File: src/rtl/scft_pkg.sv
package scft_pkg;

  typedef enum logic [1:0] {
    ST_ON   = 2'd0,
    ST_WAIT = 2'd1,
    ST_HOLD = 2'd2
  } seqState_t;

  typedef struct packed {
    logic cntClear;
    logic cntRun;
  } dpStrobe_t;

  // Numerator over 4 for the steady-state scale select
  function automatic logic [3:0] scaleNum(input logic [1:0] sel);
    case (sel)
      2'b00:   scaleNum = 4'd6;
      2'b01:   scaleNum = 4'd8;
      2'b10:   scaleNum = 4'd7;
      default: scaleNum = 4'd9;
    endcase
  endfunction

  localparam logic [3:0] INRUSH_NUM = 4'd6;

endpackage

File: src/rtl/scft_datapath.sv
module scft_datapath
  import scft_pkg::*;
#(
  parameter int CUR_W        = 12,
  parameter int DEGLITCH_CYC = 3750
) (
  input  logic             clk,
  input  logic             rstN,
  input  dpStrobe_t        strobe,
  input  logic [CUR_W-1:0] curCode,
  input  logic [CUR_W-1:0] breakerCode,
  input  logic [CUR_W-1:0] limitCode,
  input  logic [CUR_W-1:0] hardShortCode,
  input  logic             inrush,
  input  logic [1:0]       scaleSel,
  output logic             tripHit,
  output logic             waitDone
);

  localparam int PROD_W = CUR_W + 4;
  localparam int THR_W  = CUR_W + 2;
  localparam int CNT_W  = $clog2(DEGLITCH_CYC + 1);
  localparam logic [CNT_W-1:0] CNT_LAST = CNT_W'(DEGLITCH_CYC - 1);

  logic [PROD_W-1:0] baseExt, numExt, product;
  logic [THR_W-1:0]  scaledThr;
  logic [THR_W-1:0]  curExt;
  logic              scaledHit, hardHit;
  logic [CNT_W-1:0]  waitCnt;

  // Threshold basis switches to the current-limit code during inrush
  always_comb begin
    if (inrush) begin
      baseExt = PROD_W'(limitCode);
      numExt  = PROD_W'(INRUSH_NUM);
    end else begin
      baseExt = PROD_W'(breakerCode);
      numExt  = PROD_W'(scaleNum(scaleSel));
    end
    product   = baseExt * numExt;
    scaledThr = product[PROD_W-1:2];
    curExt    = THR_W'(curCode);
    scaledHit = curExt > scaledThr;
    hardHit   = !inrush && (curCode > hardShortCode);
    tripHit   = scaledHit || hardHit;
  end

  // Deglitch interval counter
  assign waitDone = (waitCnt == CNT_LAST);

  always_ff @(posedge clk or negedge rstN) begin
    if (!rstN) begin
      waitCnt <= '0;
    end else if (strobe.cntClear) begin
      waitCnt <= '0;
    end else if (strobe.cntRun && !waitDone) begin
      waitCnt <= waitCnt + 1'b1;
    end
  end

  a_r5_cnt_bound: assert property (@(posedge clk) disable iff (!rstN)
    waitCnt <= CNT_LAST)
    else $error("deglitch counter beyond bound");

  a_r5_cnt_step: assert property (@(posedge clk) disable iff (!rstN)
    (strobe.cntRun && !strobe.cntClear && !waitDone) |=> (waitCnt == $past(waitCnt) + 1'b1))
    else $error("deglitch counter did not advance");

endmodule

File: src/rtl/scft_control.sv
module scft_control
  import scft_pkg::*;
(
  input  logic      clk,
  input  logic      rstN,
  input  logic      tripHit,
  input  logic      waitDone,
  input  logic      retryEn,
  input  logic      thermalShut,
  input  logic      restartReq,
  output dpStrobe_t strobe,
  output logic      gateOn,
  output logic      faultLatched,
  output logic      tripEvent
);

  seqState_t state, stateNext;
  logic      evtNext;

  always_comb begin
    stateNext = state;
    evtNext   = 1'b0;
    unique case (state)
      ST_ON: begin
        if (thermalShut) begin
          stateNext = ST_HOLD;
          evtNext   = 1'b1;
        end else if (tripHit) begin
          stateNext = retryEn ? ST_WAIT : ST_HOLD;
          evtNext   = 1'b1;
        end
      end
      ST_WAIT: begin
        if (restartReq)       stateNext = ST_ON;
        else if (thermalShut) stateNext = ST_HOLD;
        else if (waitDone)    stateNext = ST_ON;
      end
      ST_HOLD: begin
        if (restartReq) stateNext = ST_ON;
      end
      default: stateNext = ST_HOLD;
    endcase
  end

  always_ff @(posedge clk or negedge rstN) begin
    if (!rstN) begin
      state     <= ST_ON;
      tripEvent <= 1'b0;
    end else begin
      state     <= stateNext;
      tripEvent <= evtNext;
    end
  end

  assign gateOn          = (state == ST_ON);
  assign faultLatched    = (state == ST_HOLD);
  assign strobe.cntRun   = (state == ST_WAIT);
  assign strobe.cntClear = (state != ST_WAIT);

  a_r4_latch_on_trip: assert property (@(posedge clk) disable iff (!rstN)
    (gateOn && tripHit && !retryEn) |=> (faultLatched && !gateOn))
    else $error("trip in latch mode did not latch");

  a_r4_hold_sticky: assert property (@(posedge clk) disable iff (!rstN)
    (faultLatched && !restartReq) |=> faultLatched)
    else $error("latched fault cleared without restart");

  a_r6_thermal_off: assert property (@(posedge clk) disable iff (!rstN)
    (thermalShut && !restartReq) |=> !gateOn)
    else $error("thermal shutdown left switch on");

  a_r7_restart: assert property (@(posedge clk) disable iff (!rstN)
    (!gateOn && restartReq) |=> (gateOn && !faultLatched))
    else $error("restart did not re-enable");

  a_r8_single_pulse: assert property (@(posedge clk) disable iff (!rstN)
    tripEvent |=> !tripEvent)
    else $error("event longer than one cycle");

  a_r8_event_on_fall: assert property (@(posedge clk) disable iff (!rstN)
    $fell(gateOn) |-> tripEvent)
    else $error("turn-off without event");

  a_r10_quiet_when_off: assert property (@(posedge clk) disable iff (!rstN)
    !gateOn |=> !tripEvent)
    else $error("event while already off");

endmodule

File: src/rtl/short_trip_seq.sv
module short_trip_seq
  import scft_pkg::*;
#(
  parameter int CUR_W        = 12,
  parameter int DEGLITCH_CYC = 3750
) (
  input  logic             clk,
  input  logic             rstN,
  input  logic [CUR_W-1:0] curCode,
  input  logic [CUR_W-1:0] breakerCode,
  input  logic [CUR_W-1:0] limitCode,
  input  logic [CUR_W-1:0] hardShortCode,
  input  logic             inrush,
  input  logic [1:0]       scaleSel,
  input  logic             retryEn,
  input  logic             thermalShut,
  input  logic             restartReq,
  output logic             gateOn,
  output logic             faultLatched,
  output logic             tripEvent
);

  dpStrobe_t strobe;
  logic      tripHit;
  logic      waitDone;

  scft_datapath #(
    .CUR_W       (CUR_W),
    .DEGLITCH_CYC(DEGLITCH_CYC)
  ) uDatapath (
    .clk          (clk),
    .rstN         (rstN),
    .strobe       (strobe),
    .curCode      (curCode),
    .breakerCode  (breakerCode),
    .limitCode    (limitCode),
    .hardShortCode(hardShortCode),
    .inrush       (inrush),
    .scaleSel     (scaleSel),
    .tripHit      (tripHit),
    .waitDone     (waitDone)
  );

  scft_control uControl (
    .clk         (clk),
    .rstN        (rstN),
    .tripHit     (tripHit),
    .waitDone    (waitDone),
    .retryEn     (retryEn),
    .thermalShut (thermalShut),
    .restartReq  (restartReq),
    .strobe      (strobe),
    .gateOn      (gateOn),
    .faultLatched(faultLatched),
    .tripEvent   (tripEvent)
  );

endmodule

File: config.mk
export PLATFORM = sky130hd
export DESIGN_NAME = short_trip_seq
export DESIGN_NICKNAME = d
export VERILOG_FILES = /design/src/rtl/scft_pkg.sv /design/src/rtl/scft_datapath.sv /design/src/rtl/scft_control.sv /design/src/rtl/short_trip_seq.sv
export SDC_FILE = /design/constraint.sdc
export NUM_CORES = 1
export LEC_CHECK = 0
export CELL_PAD_IN_SITES_DETAIL_PLACEMENT = 1
export CELL_PAD_IN_SITES_GLOBAL_PLACEMENT = 2
export CORE_MARGIN = 1.5
export CORE_UTILIZATION = 33
export DETAILED_ROUTE_END_ITERATION = 8
export GPL_TIMING_DRIVEN = 0
export PLACE_DENSITY_LB_ADDON = 0.1
export RECOVER_POWER = 25
export SYNTH_ARGS = -nofsm -noshare
export SYNTH_HDL_FRONTEND = slang
export SYNTH_HIERARCHICAL = 1
export SYNTH_SLANG_ARGS = --single-unit
File: constraint.sdc
create_clock -name clk -period 3.1 [get_ports clk]
set_input_delay 0.465 -clock clk [delete_from_list [all_inputs] [get_ports clk]]
set_output_delay 0.465 -clock clk [all_outputs]
set_load 0.05 [all_outputs]
==> results.md, run 1 <==
* Vias at 2638
* H-tree depth at 1
* Routed WL per cell at between 10 and 15 µm
* Die area at just over 0.009 mm²
* R2R Setup Slk at 1.13 ns
* Pre-antenna DRT Iters at 4
* GRT Max-Usage Layer: met2
* Worst setup path endpoint: uControl/state[0]
* Leak at slightly below 2 nW
* GR met1 Demand/Resource at 0.2460
* Period Utilization, post-route at 1.534
* Synthesis-to-layout area growth at 46.84%
* Register area share after synthesis at 0.1327
* Max-Slew Margin vs Limit at 0.5189
* TritonCTS clock tree: done
* CP required at 3.23 ns
* Clk slew on worst S/H paths at 0.06 ns
* First-pass GRT wire length at 12.63 mm
* Hold Slack at between 0.5 and 0.6 ns
* Slew Viols, Final at 0
* Port Buffers at 58
* Hold depth at 1
* Maxcap violations at 0
* Antenna-violating nets left at 0
* Die height at 95.59 µm
* Layout cell share with drive strength beyond 1 at 0.2083
* F_max at 210.3 MHz
* Async set-reset flop share out of synthesis at 1.000
* First DRT Iteration DRCs at 34
* DP Wirelength at 6.239 mm
* IO Pins at 59
* Largest net degree at the start of global routing at 16
* Crit path time final at 4.756 ns
* Worst setup SP type: input port
* Crit. End Element: register
* Synth Flop Type: dfrtp_1
* Crit path from: limitCode[8]
* Via/cell ratio at 4.912
* GR Layer Usage met3 at 0.02073
* Clk sink count at 15
* Peak VDD IR at about 0.12 mV
* Core Area at 0.008258 mm²
* Power Total at 1.570 mW
* Final Wtd Congestion at 0.7555
* FF-to-FF path depth at 8
* Flops & latches, synth at 15
* Drt total wl at 7.736 mm
* GRT Resource Usage Total at 0.1731
* RSZ-0062 raised after global routing: true
* CTS buffer count at 3
* R2R Path End: uDatapath/waitCnt[10]
* Max Buffers Root-to-Sink at 2
* Hold Vio Cnt, Final at 0
* Worst skew pair latency at 0.25 ns
* Clk Tree Root Cell: clkbuf_8
* Worst clock skew at 0.003342 ns
* Hold buffer count at cts at 0
* Worst Hold Class: reg2reg
* Fin nets at ~550
* Non-Filler Cell Area, Final at 0.004154 mm²
* DP Area at 0.003704 mm²
* Yosys cell types at between 50 and 60
* Worst R2R Start: uDatapath/waitCnt[1]
* Vias in the first global route at 2768
* Initial antenna violation count at 0
* Met2 usage at 0.2917
* Congestion Overflow GR at 0
* Crit path DAT at between 4 and 5 ns
* Initial core utilization at 0.3426
* Pre-CTS setup slack at -2.582 ns
* Post-synth EDFFs at 0
* Failing checks: setup timing
* PwrDens at 378.0 mW/mm²
* # diodes at 0
* Final setup violation count at 3
* Cell Area, Synth at roughly 0.0028 mm²
* # DRC at 0
* DIE WIDTH at 95.59 µm
* Avg Inst Size Synth at 8.224 µm²
* Kind of critical path: in2reg
* Mapped Nets at 464
* Final setup margin at -1.656 ns
* Syn Inst Count at 344
* Slew @ Worst Pin at 0.7193 ns
* Status: finished with violations
* Cell row count at 33
* Critical path peak fanout at 5
* YS warnings at 6
==> state kept, by name, summed over array words and instances (netlist names) <==
name                flops
uControl/tripEvent      1
uDatapath/waitCnt      12
uControl/state          2
==> kinds of logic (layout without fill, tap and decap cells) <==
| kind of cell | Yosys count | count (layout) | synth area share |
|---|---|---|---|
| DFF | 15 | 15 | 0.1327 |
| AOI/OAI and AO/OA | 81 | 81 | 0.2035 |
| adders and majority gates | 64 | 64 | 0.3282 |
| xor gates and xnor gates | 21 | 21 | 0.06502 |
| and+or+nand+nor | 101 | 101 | 0.1884 |
| buffers and inverters | 62 | 150 | 0.08226 |
==> timing repair <==
action	CTS	global route
resized for setup	44	25
setup endpoints to repair	3	3
pin swaps	25	36
buffers inserted	17	9
==> stage by stage <==
stage / setup TNS (ns) / std cells / utilization
finish: -4.788 / 537 / 0.5030
global route: -5.231 / 537 / 0.5030
CTS: -4.928 / 528 / 0.4830
detailed placement: -7.561 / 507 / 0.4485
global placement: -7.387 / 507 / 0.4485
floorplan: -4.154 / 344 / -
==> cells in the mapped netlist (all sizes together) (2+ instances only) <==
master | number | share of area
inv | 57 | 0.076
ha | 47 | 0.21
nand2 | 28 | 0.037
a21oi | 25 | 0.046
nor2 | 21 | 0.028
fa | 17 | 0.12
dfrtp | 15 | 0.13
o21ai | 14 | 0.025
xor2 | 14 | 0.043
and2 | 10 | 0.022
a211oi | 7 | 0.020
a22o | 7 | 0.022
nor2b | 7 | 0.018
xnor2 | 7 | 0.022
a21o | 6 | 0.016
and3 | 6 | 0.013
nand3 | 6 | 0.011
nand4 | 6 | 0.013
clkbuf | 4 | 0.0053
nor3 | 4 | 0.0071
o21a | 4 | 0.011
a22oi | 3 | 0.0080
nand2b | 3 | 0.0066
nand3b | 2 | 0.0053
o21bai | 2 | 0.0053
o31a | 2 | 0.0097
==> power breakdown <==
group	switching [mW]	internal (mW)
clock	0.0696	0.0911
sequential	0.0113	0.208
combinational	0.610	0.580
==> worst max-delay path, stage by stage <==
cell,delay (ns)
clkdlybuf4s50_1,0.42
a22o_4,0.27
fa_1,0.53
inv_1,0.05
fa_1,0.49
inv_2,0.05
ha_4,0.28
a21oi_4,0.16
o21ai_4,0.09
a41oi_4,0.21
xnor2_1,0.15
ha_1,0.27
a21o_1,0.16
a221o_1,0.33
a21o_1,0.17
a21oi_1,0.11
o21ai_1,0.08
a41o_1,0.28
buf_4,0.15
nand3b_1,0.10
a211oi_2,0.07
==> routing by layer <==
metal	routed length (µm)	up-vias	share of wire
li1	-	1363	-
met1	3910	1223	0.51
met2	3512	50	0.45
met3	307	2	0.040
met4	6	0	0.00078
met5	0	-	0
==> area by class of cell <==
class                           count  area [µm²]
Tap cell                          105       131.4
Multi-Input combinational cell    267        2514
Clock buffer                        4       45.04
Buffer                              5       65.06
Sequential cell                    15       375.4
Inverter                           57       214.0
Fill cell                         957        4104
Timing Repair Buffer               84       809.5
==> worst min path at each step <==
stage                                 start           endpoint
after global placement    uControl/state[1]  uControl/state[0]
after floorplan                        rstN  uControl/state[0]
final                     uControl/state[1]  uControl/state[0]
after detailed placement  uControl/state[1]  uControl/state[0]
after CTS                 uControl/state[1]  uControl/state[0]
after global routing      uControl/state[1]  uControl/state[0]
==> layout by cell type, fill, tap and decap left out, types with 5 or more instances in the layout <==
| cell type | count |
|---|---|
| and3_1 | 5 |
| inv_1 | 51 |
| inv_2 | 6 |
| nand3_1 | 6 |
| o21ai_1 | 5 |
| a21oi_1 | 19 |
| clkdlybuf4s50_1 | 43 |
| dfrtp_1 | 15 |
| nor2_1 | 20 |
| ha_1 | 39 |
| and2_1 | 7 |
| buf_4 | 25 |
| ha_4 | 7 |
| xnor2_1 | 6 |
| o21ai_0 | 6 |
| xor2_1 | 14 |
| a21o_1 | 5 |
| nand4_1 | 6 |
| a22o_1 | 5 |
| dlygate4sd2_1 | 7 |
| fa_1 | 16 |
| nand2_1 | 24 |
Note: power is estimated with default switching activity, not from simulation.
==> inputs of run 2 (changes only) <==
- GPL_TIMING_DRIVEN: 0 -> 1
==> results.md, run 2 (synthesized netlist as in run 1, its figures left out) <==
* PwrDens at 368.1 mW/mm² (-2.6%)
* # DRC at 0 (unchanged)
* Maxcap violations at 0 (unchanged)
* Via/cell ratio at 4.924 (+0.23%)
* Drt total wl at 7.838 mm (+1.3%)
* H-tree depth at 1 (unchanged)
* Hold Vio Cnt, Final at 0 (unchanged)
* FF/Latch Area at 375.4 µm² (unchanged)
* Cell row count at 33 (unchanged)
* Crit path time final at 4.554 ns (-0.2018 ns)
* DIE WIDTH at 95.59 µm (unchanged)
* Clk sink count at 15 (unchanged)
* Crit. End Element: register
* Synthesis-to-layout area growth at 52.23%
* Initial core utilization at 0.3426 (unchanged)
* Finished Layout Cells at 565 (+5.2%)
* First DRT Iteration DRCs at 49 (+44%)
* Max Buffers Root-to-Sink at 2 (unchanged)
* Worst setup SP type: input port
* Commonest non-fill, non-tap cells in the layout: buf_4, inv_1, clkdlybuf4s50_1
* Port Buffers at 58 (unchanged)
* Slew @ Worst Pin at 0.7216 ns (+0.002237 ns)
* # diodes at 0 (unchanged)
* Fin nets at 581 (+5.1%)
* Status: finished with violations
* Worst Hold Class: reg2reg
* Clk Tree Root Cell: clkbuf_8
* Final Wtd Congestion at 0.7402 (-2.0%)
* CP required at 3.23 ns (about the same)
* Final setup margin at -1.454 ns (+0.2018 ns)
* Kind of critical path: in2reg
* Setup tns final at -4.215 ns (+0.5729 ns)
* Worst skew pair latency at 0.25 ns (about the same)
* Layout cell share with drive strength beyond 1 at 0.2500 (+0.04167)
* Commonest non-fill, non-tap cell in the layout: buf_4
* First-pass GRT wire length at 13.03 mm (+3.2%)
* Largest net degree at the start of global routing at 16 (unchanged)
* Critical path peak fanout at 4 (-1)
* Largest regs: uDatapath/waitCnt: 12 flops, uControl/state: 2 flops, uControl/tripEvent: 1 flops
* Core Area at 0.008258 mm² (unchanged)
* Peak VDD IR at 0.1092 mV (-11%)
* Max-Slew Margin vs Limit at 0.5174 (-0.001496)
* Vias in the first global route at 2953 (+6.7%)
* Pre-antenna DRT Iters at 4 (unchanged)
* Fill cells at 996 (+4.1%)
* Routed WL per cell at 13.87 µm (-3.7%)
* Max reg flops at 12 (unchanged)
* Antenna-violating nets left at 0 (unchanged)
* Power Total at 1.585 mW (+0.97%)
* Die height at 95.59 µm (unchanged)
* Final setup violation count at 3 (unchanged)
* Initial antenna violation count at 0 (unchanged)
* CTS buffer count at 3 (unchanged)
* Biggest register: uDatapath/waitCnt
* GRT Resource Usage Total at 0.1779 (+0.004798)
* Final core utilization at 0.5215 (+0.01848)
* Pre-CTS setup slack at -2.286 ns (+0.2962 ns)
* Vias at 2782 (+5.5%)
* Area occupied by multi-input gates at 0.002477 mm² (-1.4%)
* Crit path DAT at 4.68 ns (-0.21 ns)
* Slew Viols, Final at 0 (unchanged)
* Leak at 2.055 nW (+5.1%)
* IO Pins at 59 (unchanged)
* Die area at 0.009137 mm² (unchanged)
* F_max at 219.6 MHz (+4.4%)
* RSZ-0062 raised after global routing: true
* Period Utilization, post-route at 1.469 (-0.06509)
* Failing checks: setup timing
* Clk slew on worst S/H paths at 0.06 ns (about the same)
* Congestion Overflow GR at 0 (unchanged)
* DP Wirelength at 6.813 mm (+9.2%)
* Placed cells at 552 (+8.9%)
* TritonCTS clock tree: done
* Worst clock skew at 0.001397 ns (-0.001945 ns)
-- run 2: worst max-delay path, cell delays in order --
cell             delay [ns]
clkdlybuf4s50_1        0.44
a22o_4                 0.25
fa_1                   0.53
inv_1                  0.05
fa_1                   0.49
inv_2                  0.05
ha_4                   0.29
nand2_1                0.07
o21ai_2                0.21
a41oi_4                0.06
xnor2_1                0.15
ha_1                   0.29
a21o_1                 0.17
a221o_1                0.30
a21o_1                 0.16
a21oi_1                0.12
o21ai_1                0.08
a41o_1                 0.26
a211oi_2               0.21
a211oi_2               0.05
-- run 2: path summary, 6_finish.rpt --
check | startpoint | end | slack (ns) | depth (start not counted)
min in group asynchronous | rstN | uControl/state[0] | 0.72 | 1
setup / recovery | breakerCode[8] | uControl/state[1] | -1.45 | 20
max in group asynchronous | rstN | uDatapath/waitCnt[5] | 1.93 | 1
setup reg to reg | uDatapath/waitCnt[1] | uDatapath/waitCnt[8] | 1.15 | 8
hold / removal | uControl/state[1] | uControl/state[0] | 0.54 | 1
hold reg to reg | uControl/state[1] | uControl/state[0] | 0.54 | 1
-- run 2: final cells by class --
cell class | instances | share of cell area
inverter | 57 | 0.04968
timing repair buffer | 117 | 0.2469
clock buffer | 4 | 0.01046
multi-input combinational | 267 | 0.5752
tap | 105 | 0.03051
sequential | 15 | 0.08716
-- run 2: metrics by stage --
stage	hold WS [ns]	cell area, µm²
floorplan	0.1694	2992
global placement	0.5265	4039
detailed placement	0.5307	4039
CTS	0.5473	4228
global route	0.5714	4307
finish	0.5423	4307
-- run 2: layer usage --
metal  vias up  track usage  share of wire
met5         -            0              0
met4         0      0.01593          0.012
met3         8      0.02073          0.032
met2        52       0.3134           0.46
met1      1305       0.2401           0.49
li1       1417            -              -
-- run 2: power breakdown --
group / internal, mW / switching (mW) / leakage, nW
registers: 0.208 / 0.0128 / 0.205
logic: 0.611 / 0.596 / 1.83
clock network: 0.0910 / 0.0669 / 0.0228
total: 0.910 / 0.676 / 2.05
-- run 2: repair_timing --
action | CTS | global route
buffers inserted | 8 | 1
setup endpoints to repair | 3 | 3
hold buffers | 0 | 0
gates resized for setup | 36 | 16
pin swaps | 20 | 25
==> inputs of run 3 (changes only) <==
- CORE_MARGIN: 1.5 -> 2
==> results.md, run 3 (synthesized netlist as in run 1, its figures left out) <==
* PwrDens at 378.2 mW/mm² (+2.7%)
* Hold path endpoint: uControl/state[0]
* Largest net degree at the start of global routing at 17 (+1)
* Kind of critical path: in2reg
* # DRC at 0 (unchanged)
* Pre-antenna DRT Iters at 4 (unchanged)
* Slew @ Worst Pin at 0.7010 ns (-0.02054 ns)
* Maxcap violations at 0 (unchanged)
* Vias at 2742 (-1.4%)
* Final setup margin at -1.463 ns (-0.009170 ns)
* Hold Vio Cnt, Final at 0 (unchanged)
* Commonest non-fill, non-tap cells in the layout: buf_4, inv_1, clkdlybuf4s50_1
* Crit. End Element: register
* Core Area at 0.008258 mm² (unchanged)
* GRT Resource Usage Total at 0.1712 (-0.006692)
* DP Wirelength at 6.684 mm (-1.9%)
* CTS buffer count at 3 (unchanged)
* Fill cells at 993 (-0.30%)
* FF/Latch Area at 375.4 µm² (unchanged)
* Via/cell ratio at 4.853 (-1.4%)
* Synthesis-to-layout area growth at 52.19% (about the same)
* Clk Tree Root Cell: clkbuf_8
* Clk slew on worst S/H paths at 0.06 ns (about the same)
* Slew Viols, Final at 0 (unchanged)
* FF-to-FF path depth at 8 (unchanged)
* Power Total at 1.628 mW (+2.7%)
* Antenna-violating nets left at 0 (unchanged)
* First DRT Iteration DRCs at 51 (+4.1%)
* Hold buffer count at cts at 0 (unchanged)
* Setup tns final at -4.284 ns (-0.06953 ns)
* Port Buffers at 58 (unchanged)
* Crit path time final at 4.563 ns (+0.009170 ns)
* Biggest register: uDatapath/waitCnt
* Worst setup SP type: input port
* Layout cell share with drive strength beyond 1 at 0.2500 (unchanged)
* Worst R2R Start: uControl/state[1]
* # diodes at 0 (unchanged)
* DIE WIDTH at 96.59 µm (+1.0%)
* Largest regs: uDatapath/waitCnt: 12 flops, uControl/state: 2 flops, uControl/tripEvent: 1 flops
* Leak at 2.092 nW (+1.8%)
* Area occupied by multi-input gates at 0.002477 mm² (unchanged)
* Hold depth at 1 (unchanged)
* Max-Slew Margin vs Limit at 0.5311 (+0.01374)
* Routed WL per cell at 13.75 µm (-0.85%)
* Fin nets at 581 (unchanged)
* Crit path DAT at 4.70 ns (+0.02 ns)
* Worst skew pair latency at 0.25 ns (about the same)
* Max Buffers Root-to-Sink at 2 (unchanged)
* Die height at 96.59 µm (+1.0%)
* Worst Hold Class: reg2reg
* Die area at 0.009330 mm² (+2.1%)
* Worst clock skew at 0.001503 ns (+0.0001062 ns)
* Critical path peak fanout at 4 (unchanged)
* Failing checks: setup timing
* Commonest non-fill, non-tap cell in the layout: buf_4
* Clk sink count at 15 (unchanged)
* Final setup violation count at 3 (unchanged)
* CP required at 3.24 ns (about the same)
* Min-delay src: uControl/state[1]
* Drt total wl at 7.771 mm (-0.85%)
* Cell row count at 33 (unchanged)
* Period Utilization, post-route at 1.472 (+0.002958)
* Congestion Overflow GR at 0 (unchanged)
* First-pass GRT wire length at 12.74 mm (-2.2%)
* Final Wtd Congestion at 0.7651 (+3.4%)
* H-tree depth at 1 (unchanged)
* RSZ-0062 raised after global routing: true
* Initial core utilization at 0.3426 (unchanged)
* F_max at 219.2 MHz (-0.20%)
* IO Pins at 59 (unchanged)
* Max reg flops at 12 (unchanged)
* TritonCTS clock tree: done
* R2R Path End: uDatapath/waitCnt[11]
* Initial antenna violation count at 0 (unchanged)
* Vias in the first global route at 2899 (-1.8%)
* R2R Setup Slk at 1.16 ns (about the same)
* Status: finished with violations
* Peak VDD IR at 0.1468 mV (+34%)
==> run 3: power by group <==
group / internal [mW] / switching (mW) / leakage, nW / total (mW)
clock: 0.0911 / 0.0690 / 0.0228 / 0.160
combinational: 0.639 / 0.609 / 1.86 / 1.25
sequential: 0.208 / 0.0114 / 0.205 / 0.219
==> run 3: worst max-delay path by stage <==
stage,to,startpoint,slack [ns]
floorplan,uControl/state[1],inrush,-1.46
global placement,uControl/state[1],inrush,-2.16
detailed placement,uControl/state[1],scaleSel[0],-2.31
CTS,uControl/state[1],inrush,-1.61
global route,uControl/state[1],scaleSel[0],-1.68
finish,uControl/tripEvent,scaleSel[0],-1.46
==> run 3: metrics by stage <==
| step | area, µm² | std cells | setup slack (ns) | utilization | hold slack (ns) |
|---|---|---|---|---|---|
| after global routing | 4305 | 565 | -1.679 | 0.5214 | 0.5583 |
| after CTS | 4214 | 563 | -1.612 | 0.5103 | 0.5288 |
| after floorplan | 2992 | 344 | -1.462 | - | 0.1694 |
| after detailed placement | 4039 | 552 | -2.314 | 0.4891 | 0.5185 |
| after global placement | 4039 | 552 | -2.158 | 0.4891 | 0.5225 |
| final | 4305 | 565 | -1.463 | 0.5214 | 0.5365 |
==> run 3: repair_timing <==
action / 4_1_cts / 5_1_grt
endpoints found under the hold margin: 0 / 0
buffers inserted: 7 / 2
pin swaps: 29 / 35
gates resized for setup: 37 / 19
endpoints found under the setup margin: 3 / 3
==> run 3: metal layers <==
metal	up-vias	global-route usage	share of wire
li1	1416	-	-
met1	1281	0.2269	0.49
met2	43	0.3113	0.47
met3	2	0.01474	0.033
met4	0	0.02113	0.0021
met5	-	0	0
==> run 3: critical path: stages <==
cell,delay [ns]
buf_8,0.10
nor2_4,0.15
a22oi_2,0.10
fa_1,0.54
inv_1,0.05
fa_2,0.56
ha_4,0.21
a211oi_2,0.23
o21bai_1,0.10
or2_1,0.23
a21oi_2,0.17
xor2_1,0.16
ha_1,0.26
and3_4,0.19
a221o_1,0.29
a21o_1,0.17
a21oi_2,0.11
o21ai_1,0.07
a41o_1,0.25
buf_4,0.14
o21a_1,0.15
==> run 3: final cells by class <==
class | count | area share
Clock buffer | 4 | 0.01046
Inverter | 57 | 0.04969
Multi-Input combinational cell | 267 | 0.5754
Sequential cell | 15 | 0.08718
Tap cell | 105 | 0.03051
Timing Repair Buffer | 117 | 0.2467
